$ cat config.mk
export PLATFORM = sky130hd
export DESIGN_NAME = ceu_top
export DESIGN_NICKNAME = d
export VERILOG_FILES = /design/src/rtl/ceu_pkg.sv /design/src/rtl/ceu_decode.sv /design/src/rtl/ceu_alu.sv /design/src/rtl/ceu_regs.sv /design/src/rtl/ceu_top.sv
export SDC_FILE = /design/constraint.sdc
export NUM_CORES = 2
export LEC_CHECK = 0
export BUFFER_PORTS_ARGS = -buffer_cell sky130_fd_sc_hd__buf_4
export CAP_MARGIN = 10
export CELL_PAD_IN_SITES_DETAIL_PLACEMENT = 0
export CELL_PAD_IN_SITES_GLOBAL_PLACEMENT = 2
export CORE_UTILIZATION = 40
export CTS_BUF_LIST = sky130_fd_sc_hd__clkbuf_16
export CTS_CLUSTER_DIAMETER = 60
export DETAILED_ROUTE_END_ITERATION = 8
export PLACE_DENSITY_LB_ADDON = 0.1
export RECOVER_POWER = 100
export SLEW_MARGIN = 20
export SYNTH_ARGS = -nofsm -noshare
export SYNTH_HDL_FRONTEND = slang
export SYNTH_HIERARCHICAL = 1
export SYNTH_SLANG_ARGS = --single-unit
$ cat constraint.sdc
create_clock -name clk -period 20.6 [get_ports clk]
set_input_delay 2.06 -clock clk [delete_from_list [all_inputs] [get_ports clk]]
set_output_delay 2.06 -clock clk [all_outputs]
set_load 0.05 [all_outputs]
$ cat src/rtl/ceu_pkg.sv
package ceu_pkg;

    localparam int IW  = 16;
    localparam int OPW = 5;
    localparam int RNW = 3;

    typedef enum logic [OPW-1:0] {
        OP_ADD  = 5'd0,
        OP_AND  = 5'd1,
        OP_ASHR = 5'd2,
        OP_CMP  = 5'd4,
        OP_MFHI = 5'd8,
        OP_MOV  = 5'd9,
        OP_MOVR = 5'd10,
        OP_MOVT = 5'd11,
        OP_MUL  = 5'd12,
        OP_NOT  = 5'd13,
        OP_OR   = 5'd14,
        OP_ROR  = 5'd18,
        OP_SHL  = 5'd21,
        OP_SHR  = 5'd22,
        OP_SUB  = 5'd25,
        OP_UADD = 5'd26,
        OP_UCMP = 5'd27,
        OP_UMUL = 5'd28,
        OP_USUB = 5'd29,
        OP_XOR  = 5'd30
    } opc_e;

    typedef enum logic [1:0] {
        CC_ALWAYS  = 2'd0,
        CC_ZERO    = 2'd1,
        CC_NONZERO = 2'd2,
        CC_CARRY   = 2'd3
    } cc_e;

    typedef struct packed {
        opc_e           opc;
        logic [RNW-1:0] dst;
        logic [RNW-1:0] src;
        cc_e            cc;
        logic           imm_sel;
        logic           upd;
        logic [3:0]     imm4;
        logic [7:0]     imm8;
        logic           legal;
        logic           sext_imm;
        logic           no_dst;
        logic           force_fl;
        logic           uncond;
        logic           is_mul;
    } dec_t;

endpackage

$ cat src/rtl/ceu_decode.sv
module ceu_decode
    import ceu_pkg::*;
(
    input  logic [IW-1:0] instr,
    output dec_t          dec
);

    always_comb begin
        dec          = '0;
        dec.opc      = opc_e'(instr[15:11]);
        dec.dst      = instr[10:8];
        dec.cc       = cc_e'(instr[7:6]);
        dec.imm_sel  = instr[5];
        dec.upd      = instr[4];
        dec.imm4     = instr[3:0];
        dec.imm8     = instr[7:0];
        dec.src      = instr[2:0];
        case (dec.opc)
            OP_ADD, OP_SUB, OP_MUL: begin
                dec.legal    = 1'b1;
                dec.sext_imm = 1'b1;
                dec.is_mul   = (dec.opc == OP_MUL);
            end
            OP_CMP: begin
                dec.legal    = 1'b1;
                dec.sext_imm = 1'b1;
                dec.no_dst   = 1'b1;
                dec.force_fl = 1'b1;
            end
            OP_UCMP: begin
                dec.legal    = 1'b1;
                dec.no_dst   = 1'b1;
                dec.force_fl = 1'b1;
            end
            OP_UMUL: begin
                dec.legal  = 1'b1;
                dec.is_mul = 1'b1;
            end
            OP_MOV, OP_MOVT: begin
                dec.legal  = 1'b1;
                dec.uncond = 1'b1;
                dec.upd    = 1'b0;
            end
            OP_AND, OP_ASHR, OP_MFHI, OP_MOVR, OP_NOT, OP_OR, OP_ROR,
            OP_SHL, OP_SHR, OP_UADD, OP_USUB, OP_XOR: begin
                dec.legal = 1'b1;
            end
            default: begin
                dec.legal = 1'b0;
            end
        endcase
    end

endmodule

$ cat src/rtl/ceu_alu.sv
module ceu_alu
    import ceu_pkg::*;
#(
    parameter int DW = 16
) (
    input  opc_e          opc,
    input  logic [DW-1:0] a,
    input  logic [DW-1:0] b,
    input  logic [DW-1:0] hi,
    input  logic [7:0]    imm8,
    output logic [DW-1:0] res,
    output logic [DW-1:0] hi_new,
    output logic [2:0]    fl
);

    localparam int SW = $clog2(DW);
    localparam int PW = 2 * DW;

    logic [DW:0]     sum;
    logic [DW:0]     dif;
    logic [PW-1:0]   uprod;
    logic [PW-1:0]   sprod;
    logic [PW-1:0]   rot;
    logic [SW-1:0]   amt;
    logic            big;
    logic            slt;
    logic [DW-1:0]   shl_r;
    logic [DW-1:0]   shr_r;
    logic [DW-1:0]   ashr_r;
    logic            f_n;
    logic            f_z;
    logic            f_c;

    assign sum    = {1'b0, a} + {1'b0, b};
    assign dif    = {1'b0, a} - {1'b0, b};
    assign amt    = b[SW-1:0];
    assign big    = |b[DW-1:SW];
    assign shl_r  = big ? '0 : (a << amt);
    assign shr_r  = big ? '0 : (a >> amt);
    assign ashr_r = big ? {DW{a[DW-1]}} : DW'($signed(a) >>> amt);
    assign rot    = {a, a} >> amt;
    assign uprod  = {{DW{1'b0}}, a} * {{DW{1'b0}}, b};
    assign sprod  = {{DW{a[DW-1]}}, a} * {{DW{b[DW-1]}}, b};
    assign slt    = (a[DW-1] ^ b[DW-1]) ? a[DW-1] : dif[DW-1];

    always_comb begin
        res    = a;
        hi_new = hi;
        f_c    = 1'b0;
        case (opc)
            OP_ADD, OP_UADD: begin
                res = sum[DW-1:0];
                f_c = sum[DW];
            end
            OP_SUB, OP_USUB, OP_CMP, OP_UCMP: begin
                res = dif[DW-1:0];
                f_c = dif[DW];
            end
            OP_AND:  res = a & b;
            OP_OR:   res = a | b;
            OP_XOR:  res = a ^ b;
            OP_NOT:  res = ~a;
            OP_SHL:  res = shl_r;
            OP_SHR:  res = shr_r;
            OP_ASHR: res = ashr_r;
            OP_ROR:  res = rot[DW-1:0];
            OP_MUL: begin
                res    = sprod[DW-1:0];
                hi_new = sprod[PW-1:DW];
            end
            OP_UMUL: begin
                res    = uprod[DW-1:0];
                hi_new = uprod[PW-1:DW];
            end
            OP_MFHI: res = hi;
            OP_MOVR: res = b;
            OP_MOV:  res = {{(DW-8){1'b0}}, imm8};
            OP_MOVT: res = {imm8, a[DW-9:0]};
            default: res = a;
        endcase

        f_z = (res == '0);
        case (opc)
            OP_CMP:  f_n = slt;
            OP_UCMP: f_n = dif[DW];
            default: f_n = res[DW-1];
        endcase
        fl = {f_n, f_z, f_c};
    end

endmodule

$ cat src/rtl/ceu_regs.sv
module ceu_regs
    import ceu_pkg::*;
#(
    parameter int DW  = 16,
    parameter int NRP = 3
) (
    input  logic           clk,
    input  logic           rst_n,
    input  logic           we,
    input  logic [RNW-1:0] wnum,
    input  logic           wkern,
    input  logic [DW-1:0]  wdata,
    input  logic           fl_we,
    input  logic [2:0]     fl_in,
    input  logic [RNW-1:0] rnum  [NRP],
    input  logic           rkern [NRP],
    output logic [DW-1:0]  rdata [NRP],
    output logic [DW-1:0]  stat
);

    localparam int NARCH = 1 << RNW;
    localparam int HALF  = NARCH / 2;
    localparam int NPHYS = NARCH + HALF - 1;
    localparam int PIW   = $clog2(NPHYS + 1);

    logic [DW-1:0] gpr [NPHYS];

    function automatic logic [PIW-1:0] phys(input logic [RNW-1:0] n, input logic k);
        if (k && (n >= RNW'(HALF)))
            return PIW'(n) + PIW'(HALF);
        else
            return PIW'(n);
    endfunction

    function automatic logic is_stat(input logic [RNW-1:0] n, input logic k);
        return k && (n == RNW'(NARCH - 1));
    endfunction

    generate
        for (genvar g = 0; g < NRP; g++) begin : g_rd
            assign rdata[g] = is_stat(rnum[g], rkern[g]) ? stat
                                                         : gpr[phys(rnum[g], rkern[g])];
        end
    endgenerate

    always_ff @(posedge clk or negedge rst_n) begin
        if (!rst_n) begin
            for (int i = 0; i < NPHYS; i++) gpr[i] <= '0;
            stat <= '0;
        end else begin
            if (we && !is_stat(wnum, wkern))
                gpr[phys(wnum, wkern)] <= wdata;
            if (we && is_stat(wnum, wkern))
                stat <= wdata;
            else if (fl_we)
                stat[DW-1 -: 3] <= fl_in;
        end
    end

endmodule

$ cat src/rtl/ceu_top.sv
module ceu_top
    import ceu_pkg::*;
#(
    parameter int DW = 16
) (
    input  logic           clk,
    input  logic           rst_n,
    input  logic           in_valid,
    input  logic [IW-1:0]  in_instr,
    input  logic           in_kmode,
    input  logic [RNW-1:0] dbg_num,
    input  logic           dbg_kern,
    output logic [DW-1:0]  dbg_data,
    output logic [DW-1:0]  stat_q,
    output logic [DW-1:0]  hi_q
);

    localparam int NRP   = 3;
    localparam int ZBIT  = DW - 2;
    localparam int CBIT  = DW - 3;

    dec_t           dec;
    logic [RNW-1:0] rp_num  [NRP];
    logic           rp_kern [NRP];
    logic [DW-1:0]  rp_data [NRP];
    logic [DW-1:0]  op_a;
    logic [DW-1:0]  op_b;
    logic [DW-1:0]  imm_ext;
    logic [DW-1:0]  alu_res;
    logic [DW-1:0]  hi_new;
    logic [2:0]     alu_fl;
    logic           cond_ok;
    logic           exec;
    logic           rf_we;
    logic           fl_we;

    ceu_decode u_dec (
        .instr (in_instr),
        .dec   (dec)
    );

    assign rp_num[0]  = dec.dst;
    assign rp_num[1]  = dec.src;
    assign rp_num[2]  = dbg_num;
    assign rp_kern[0] = in_kmode;
    assign rp_kern[1] = in_kmode;
    assign rp_kern[2] = dbg_kern;

    assign imm_ext = dec.sext_imm ? {{(DW-4){dec.imm4[3]}}, dec.imm4}
                                  : {{(DW-4){1'b0}}, dec.imm4};
    assign op_a     = rp_data[0];
    assign op_b     = dec.imm_sel ? imm_ext : rp_data[1];
    assign dbg_data = rp_data[2];

    always_comb begin
        case (dec.cc)
            CC_ALWAYS:  cond_ok = 1'b1;
            CC_ZERO:    cond_ok = stat_q[ZBIT];
            CC_NONZERO: cond_ok = !stat_q[ZBIT];
            default:    cond_ok = stat_q[CBIT];
        endcase
    end

    assign exec  = in_valid && dec.legal && (dec.uncond || cond_ok);
    assign rf_we = exec && !dec.no_dst;
    assign fl_we = exec && (dec.force_fl || dec.upd);

    ceu_alu #(.DW(DW)) u_alu (
        .opc    (dec.opc),
        .a      (op_a),
        .b      (op_b),
        .hi     (hi_q),
        .imm8   (dec.imm8),
        .res    (alu_res),
        .hi_new (hi_new),
        .fl     (alu_fl)
    );

    ceu_regs #(.DW(DW), .NRP(NRP)) u_regs (
        .clk   (clk),
        .rst_n (rst_n),
        .we    (rf_we),
        .wnum  (dec.dst),
        .wkern (in_kmode),
        .wdata (alu_res),
        .fl_we (fl_we),
        .fl_in (alu_fl),
        .rnum  (rp_num),
        .rkern (rp_kern),
        .rdata (rp_data),
        .stat  (stat_q)
    );

    always_ff @(posedge clk or negedge rst_n) begin
        if (!rst_n)
            hi_q <= '0;
        else if (exec && dec.is_mul)
            hi_q <= hi_new;
    end

endmodule

Word level (Yosys, flattened, before mapping)
Cells that the tools add are included.
{"block": "totals", "regBits": 208, "inputBits": 24, "out_inout_bits": 48, "wordCells": 137}
{"block": "op_classes", "n_addsub": 5, "n_mul": 2, "magnitude_cmp": 8, "eq_ne": 24, "n_shift": 4, "mux": 38, "bitwise": 9, "n_reduce_logical": 33}
{"op": "$pmux 16 s16", "count": 1}
{"op": "$mux 16", "count": 15}
{"op": "$bmux 16 s4", "count": 3}
{"op": "$bwmux 176", "count": 1}
{"op": "$demux 16 s4", "count": 1}
{"op": "$mul 16x16->32", "count": 2}
{"op": "$eq 5x5->1 const B", "count": 9}
{"op": "$eq 5x4->1 const B", "count": 7}
{"op": "$pmux 16 s2", "count": 1}
{"op": "$shr 32x4->16", "count": 1}
{"op": "$ge 5x5->1 const B", "count": 4}
{"op": "$not 4->5", "count": 4}
{"op": "$reduce_or 20->1", "count": 1}
{"op": "$add 16x16->17", "count": 1}
{"op": "$sub 16x16->17", "count": 1}
{"op": "$and 16x16->16", "count": 1}
{"op": "$logic_not 16->1", "count": 1}
{"op": "$mux 4", "count": 4}
{"op": "$not 16->16", "count": 1}
{"op": "$or 16x16->16", "count": 1}
{"op": "$shl 16x4->16", "count": 1}
{"op": "$shr 16x4->16", "count": 1}
{"op": "$sshr 16x4->16", "count": 1}
{"op": "$xor 16x16->16", "count": 1}
{"op": "other kinds (26)", "count": 59}

Logic depth before layout (Yosys ltp)
{"block": "logic_depth", "depth_word": 15, "mapped_depth": 39, "mapped_depth_nobuf": 32}

By module
Netlist, hierarchy kept.
{"mod": "ceu_alu", "instances": 1, "cells_per_inst": 2498, "area_each_um2": 20253.2, "seq_area_each_um2": 0.0}
{"mod": "ceu_regs", "instances": 1, "cells_per_inst": 956, "area_each_um2": 11842.6, "seq_area_each_um2": 4804.6}
{"mod": "ceu_top", "instances": 1, "cells_per_inst": 75, "area_each_um2": 834.6, "seq_area_each_um2": 400.4}
{"mod": "ceu_decode", "instances": 1, "cells_per_inst": 45, "area_each_um2": 311.5, "seq_area_each_um2": 0.0}

Least setup slack after synthesis
No wires, ideal clock.
{"block": "synth_path", "kind": "in2reg", "from": "input in_instr[0]", "to": "register hi_q[9]", "setup_time_ns": 0.125, "arrival_ns": 10.296, "required_time_ns": 20.475, "path_slack_ns": 10.180, "cell_stages": 35, "n_path_buf": 8, "path_cell_list": "buf_4 -> buf_2 -> buf_2 -> and4_1 -> clkbuf_1 -> a22oi_1 -> nand2_1 -> mux2_2 -> buf_2 -> buf_1 -> clkbuf_1 -> clkbuf_1 -> nand2_1 -> fa_1 -> fa_1 -> inv_1 -> fa_1 -> inv_1 -> fa_1 -> inv_1 -> fa_1 -> inv_1 -> fa_1 -> inv_1 -> ha_1 -> a21oi_1 -> o21bai_1 -> a21oi_1 -> o21ai_0 -> a221oi_1 -> o21ai_0 -> a211oi_1 -> o32a_1 -> o21ai_0 -> mux2_2"}
{"element": "start, declared", "line_no": "ceu_top.sv:9", "source": "input logic [IW-1:0] in_instr,"}
{"element": "end signal, assigned", "line_no": "ceu_top.sv:98", "source": "hi_q <= hi_new;"}
{"element": "end, declared", "line_no": "ceu_top.sv:15", "source": "output logic [DW-1:0] hi_q"}

==> key figures <==
Detailed routing
  • DRC Markers: 0
  • Number of nets with antenna violations after detailed routing: 0
  • Vias after detailed routing: 28,077
  • Total wire length after detailed routing: 134,000 µm
  • Detailed Routing Iterations Pass 1: 6
  • Per-cell via count in the routed design: 6.09
  • Avg WL per Cell: 29.0 µm
  • Iteration-0 DRC count of the detailed router: 2,454

STA
  • Worst clock skew: 45.0 ps
  • Unrepaired setup endpoints after global routing: no
  • Slew Limit Headroom: -179%
  • Worst Max-Slew Pin Slew: 4190 ps
  • Number of failing setup endpoints in the final timing report: 0
  • Min cycle time layout: 15,200 ps
  • Sum Neg Setup Slack: 0 ps
  • Final setup slack of the worst path: 5400 ps
  • Final Max Slew Viols: 357
  • Final hold violation count: 0
  • Final cycle utilization of the critical path: 73.8%
  • Timing-limited maximum frequency: 65.8 MHz

CTS
  • Hold bufs inserted after CTS: 0
  • Total of cells resized after clock tree synthesis: 0
  • CTS max path bufs: 3
  • Setup repair bufs after CTS: 0
  • CTS tree: yes
  • Clock transition time at the flip-flop clock pins of the worst setup and hold paths: 50 ps
  • Cts bufs inserted: 34
  • Root buf cell: sky130_fd_sc_hd__clkbuf_16
  • Total clock sinks: 208
  • CTS H-Tree Depth: 2
  • Clk_lat worst skew: 570 ps

Global routing
  • Remaining global-route overflow: 0
  • Total routing usage reported by global routing: 31.7%
  • Global-route wire length before repair: 198,000 µm
  • Vias in the first global route: 29,417
  • Antenna violations before repair: 0
  • Maximum number of pins on one net before global-route repair: 77

Synth
  • Register bit total from synthesis: 208
  • Number of library cell types mapped by synthesis: 94
  • Combined area of all synthesized cells: 0.0332 mm²
  • Post-synth EDFFs: 0
  • Biggest area contributors in the synthesized netlist: sky130_fd_sc_hd__fa_1, sky130_fd_sc_hd__dfrtp_1, sky130_fd_sc_hd__mux4_2
  • Leading area contributor after synthesis: sky130_fd_sc_hd__fa_1
  • Post-Synthesis Cells: 3,574
  • Total nets after synthesis: 4,170
  • Sequential share of the synthesized area: 15.7%
  • Post-synth ARST share: 100%
  • Fraction of synthesized cell area taken by the top area cell type: 22.2%
  • Most used flip-flop cell after synthesis: sky130_fd_sc_hd__dfrtp_1
  • Mapped Avg Cell Area: 9.30 µm²
  • Synthesis Warnings: 6

Power
  • Share of power burned in the clock network: 11.1%
  • Fraction of power spent switching nets: 53.7%
  • Power Density: 145 mW/mm²
  • Proportion of power drawn by combinational gates: 76.7%
  • Total internal power: 2390 µW
  • Net switching power figure: 2770 µW
  • Total Power: 5160 µW
  • Power share of the sequential group: 12.3%
  • Worst supply voltage drop on vdd: 0.0916 mV
  • Leakage power figure: 0.0163 µW

Setup path
  • Endpoint type of the worst setup path: flop
  • Data required, critical path: 21,040 ps
  • Critical Path Most Common Cell: sky130_fd_sc_hd__fa_1
  • Setup CP Type: input pin to flop
  • Largest fanout on the critical path: 47
  • Signal arrival time at the worst endpoint: 15,650 ps
  • Slowest cell on crit path: sky130_fd_sc_hd__clkbuf_1
  • Largest stage delay, worst path: 2270 ps
  • Startpoint class of the critical path: input pin

Finish
  • Area added between synthesis and finish: 6.85%
  • Highest-count cells in the layout ignoring fill and taps: sky130_fd_sc_hd__inv_1, sky130_fd_sc_hd__fa_1, sky130_fd_sc_hd__nand2_1, sky130_fd_sc_hd__nor2_1, sky130_fd_sc_hd__dfrtp_1
  • Finished layout cell area: 0.0355 mm²
  • Antenna fix cells: 0
  • Fin util: 43.3%
  • Total Nets Final: 4,114
  • Fraction of final layout cells with drive strength greater than 1: 14.0%
  • Most common cell after layout, fill and taps aside: sky130_fd_sc_hd__inv_1

Die
  • Die area: 0.0843 mm²
  • Die Y: 290 µm
  • Width of the die: 290 µm
  • Starting utilization of the core area: 40.5%
  • Placeable Area: 0.0821 mm²
  • Row count: 105
  • Count of pins on the block boundary: 72

Placed design
  • Number of buffers added on ports: 71
  • Routability cong.: 0.993
  • Setup WS pre-CTS: 8520 ps
  • Post-DP Area: 0.0347 mm²
  • Hpwl dp: 101,000 µm

Outcome
  • Violations in the final reports: max-capacitance violations, max-slew violations
  • Run status: complete, but fails checks

Worst hold path
  • Classification of the worst-slack hold path: flop to flop

Run
  • Max-capacitance violation count: 8
-- power groups by stage --
stage / registers, µW / logic, µW / clock network, µW
after floorplan: 626 / 2770 / 0
after global placement: 628 / 3920 / 0
after detailed placement: 637 / 3950 / 0
after CTS: 630 / 3970 / 587
after global routing: 649 / 4390 / 601
final: 634 / 3950 / 570
-- synth_stat cells, types with 20 or more instances --
cell	count
sky130_fd_sc_hd__nand3_1	47
sky130_fd_sc_hd__fa_1	368
sky130_fd_sc_hd__a31oi_1	21
sky130_fd_sc_hd__inv_1	577
sky130_fd_sc_hd__nor2_1	229
sky130_fd_sc_hd__o22ai_1	24
sky130_fd_sc_hd__mux2_2	194
sky130_fd_sc_hd__a22oi_1	43
sky130_fd_sc_hd__a211oi_1	26
sky130_fd_sc_hd__buf_4	42
sky130_fd_sc_hd__nor4_1	20
sky130_fd_sc_hd__o211ai_1	29
sky130_fd_sc_hd__or3_1	20
sky130_fd_sc_hd__dfrtp_1	208
sky130_fd_sc_hd__o21ai_0	140
sky130_fd_sc_hd__o221ai_1	43
sky130_fd_sc_hd__buf_1	24
sky130_fd_sc_hd__xnor2_1	33
sky130_fd_sc_hd__nor3_1	48
sky130_fd_sc_hd__mux4_2	118
sky130_fd_sc_hd__buf_2	48
sky130_fd_sc_hd__mux2i_1	100
sky130_fd_sc_hd__clkbuf_1	131
sky130_fd_sc_hd__nand2_1	299
sky130_fd_sc_hd__a21o_1	31
sky130_fd_sc_hd__nand4_1	20
sky130_fd_sc_hd__and3_1	20
sky130_fd_sc_hd__ha_1	204
sky130_fd_sc_hd__nand2b_1	39
sky130_fd_sc_hd__a21oi_1	122
-- worst max-delay path, delay by kind of cell --
| family | cells | cell delay [ps] |
|---|---|---|
| buffers and inverters | 7 | 5110 |
| adder cells (fa/ha/maj) | 7 | 3180 |
| multiplexers | 2 | 650 |
| AND/OR/NAND/NOR | 4 | 1220 |
| AO/OA/AOI/OAI | 9 | 3300 |
-- state kept, by name, summed over array words and instances (netlist names) --
name / cells
u_regs/gpr: 176
hi_q: 16
u_regs/stat: 16
-- layout make-up --
cell class,instances,area (µm²)
clock buffers,34,851
clock inverters,21,230
fillers,8078,46600
inverters,584,2190
multi-input cells,2534,24800
flip-flops and latches,208,5200
well taps,1070,1340
repair buffers,156,935
-- stage by stage --
step           hold slack, ps  instances
5_1_grt                   571       4607
3_5_place_dp              538       4552
3_3_place_gp              522       4552
2_1_floorplan             496       3574
4_1_cts                   550       4607
6_report                  544       4607
-- logic make-up after synthesis --
kind of cell | share of synthesized area, %
flip-flops | 15.7
buffers and inverters | 10.1
XOR/XNOR | 1.37
multiplexers | 18.0
AND/OR/NAND/NOR | 11.8
adder cells (fa/ha/maj) | 29.9
AO/OA/AOI/OAI | 13.2
-- final timing paths --
path                                             start                          to  slack, ps  cells after the start
max reg2reg                u_regs/gpr[113]$_DFFE_PN0P_         hi_q[9]$_DFFE_PN0P_      11450                     26
max in group asynchronous                        rst_n  u_regs/gpr[66]$_DFFE_PN0P_       9250                      3
min in group asynchronous                        rst_n  u_regs/stat[8]$_DFFE_PN0P_       2900                      1
min                         u_regs/gpr[45]$_DFFE_PN0P_  u_regs/gpr[45]$_DFFE_PN0P_        540                      1
max                                        in_instr[0]         hi_q[9]$_DFFE_PN0P_       5400                     29
min reg2reg                 u_regs/gpr[45]$_DFFE_PN0P_  u_regs/gpr[45]$_DFFE_PN0P_        540                      1
-- routing by layer --
| metal | GRT usage, % | wire length, µm | vias up |
|---|---|---|---|
| li1 | - | - | 12120 |
| met1 | 41.0 | 54000 | 14418 |
| met2 | 52.1 | 63200 | 1238 |
| met3 | 4.63 | 9400 | 301 |
| met4 | 15.2 | 7080 | 0 |
| met5 | 0 | 0 | - |
Note: power is estimated with default switching activity, not from simulation.
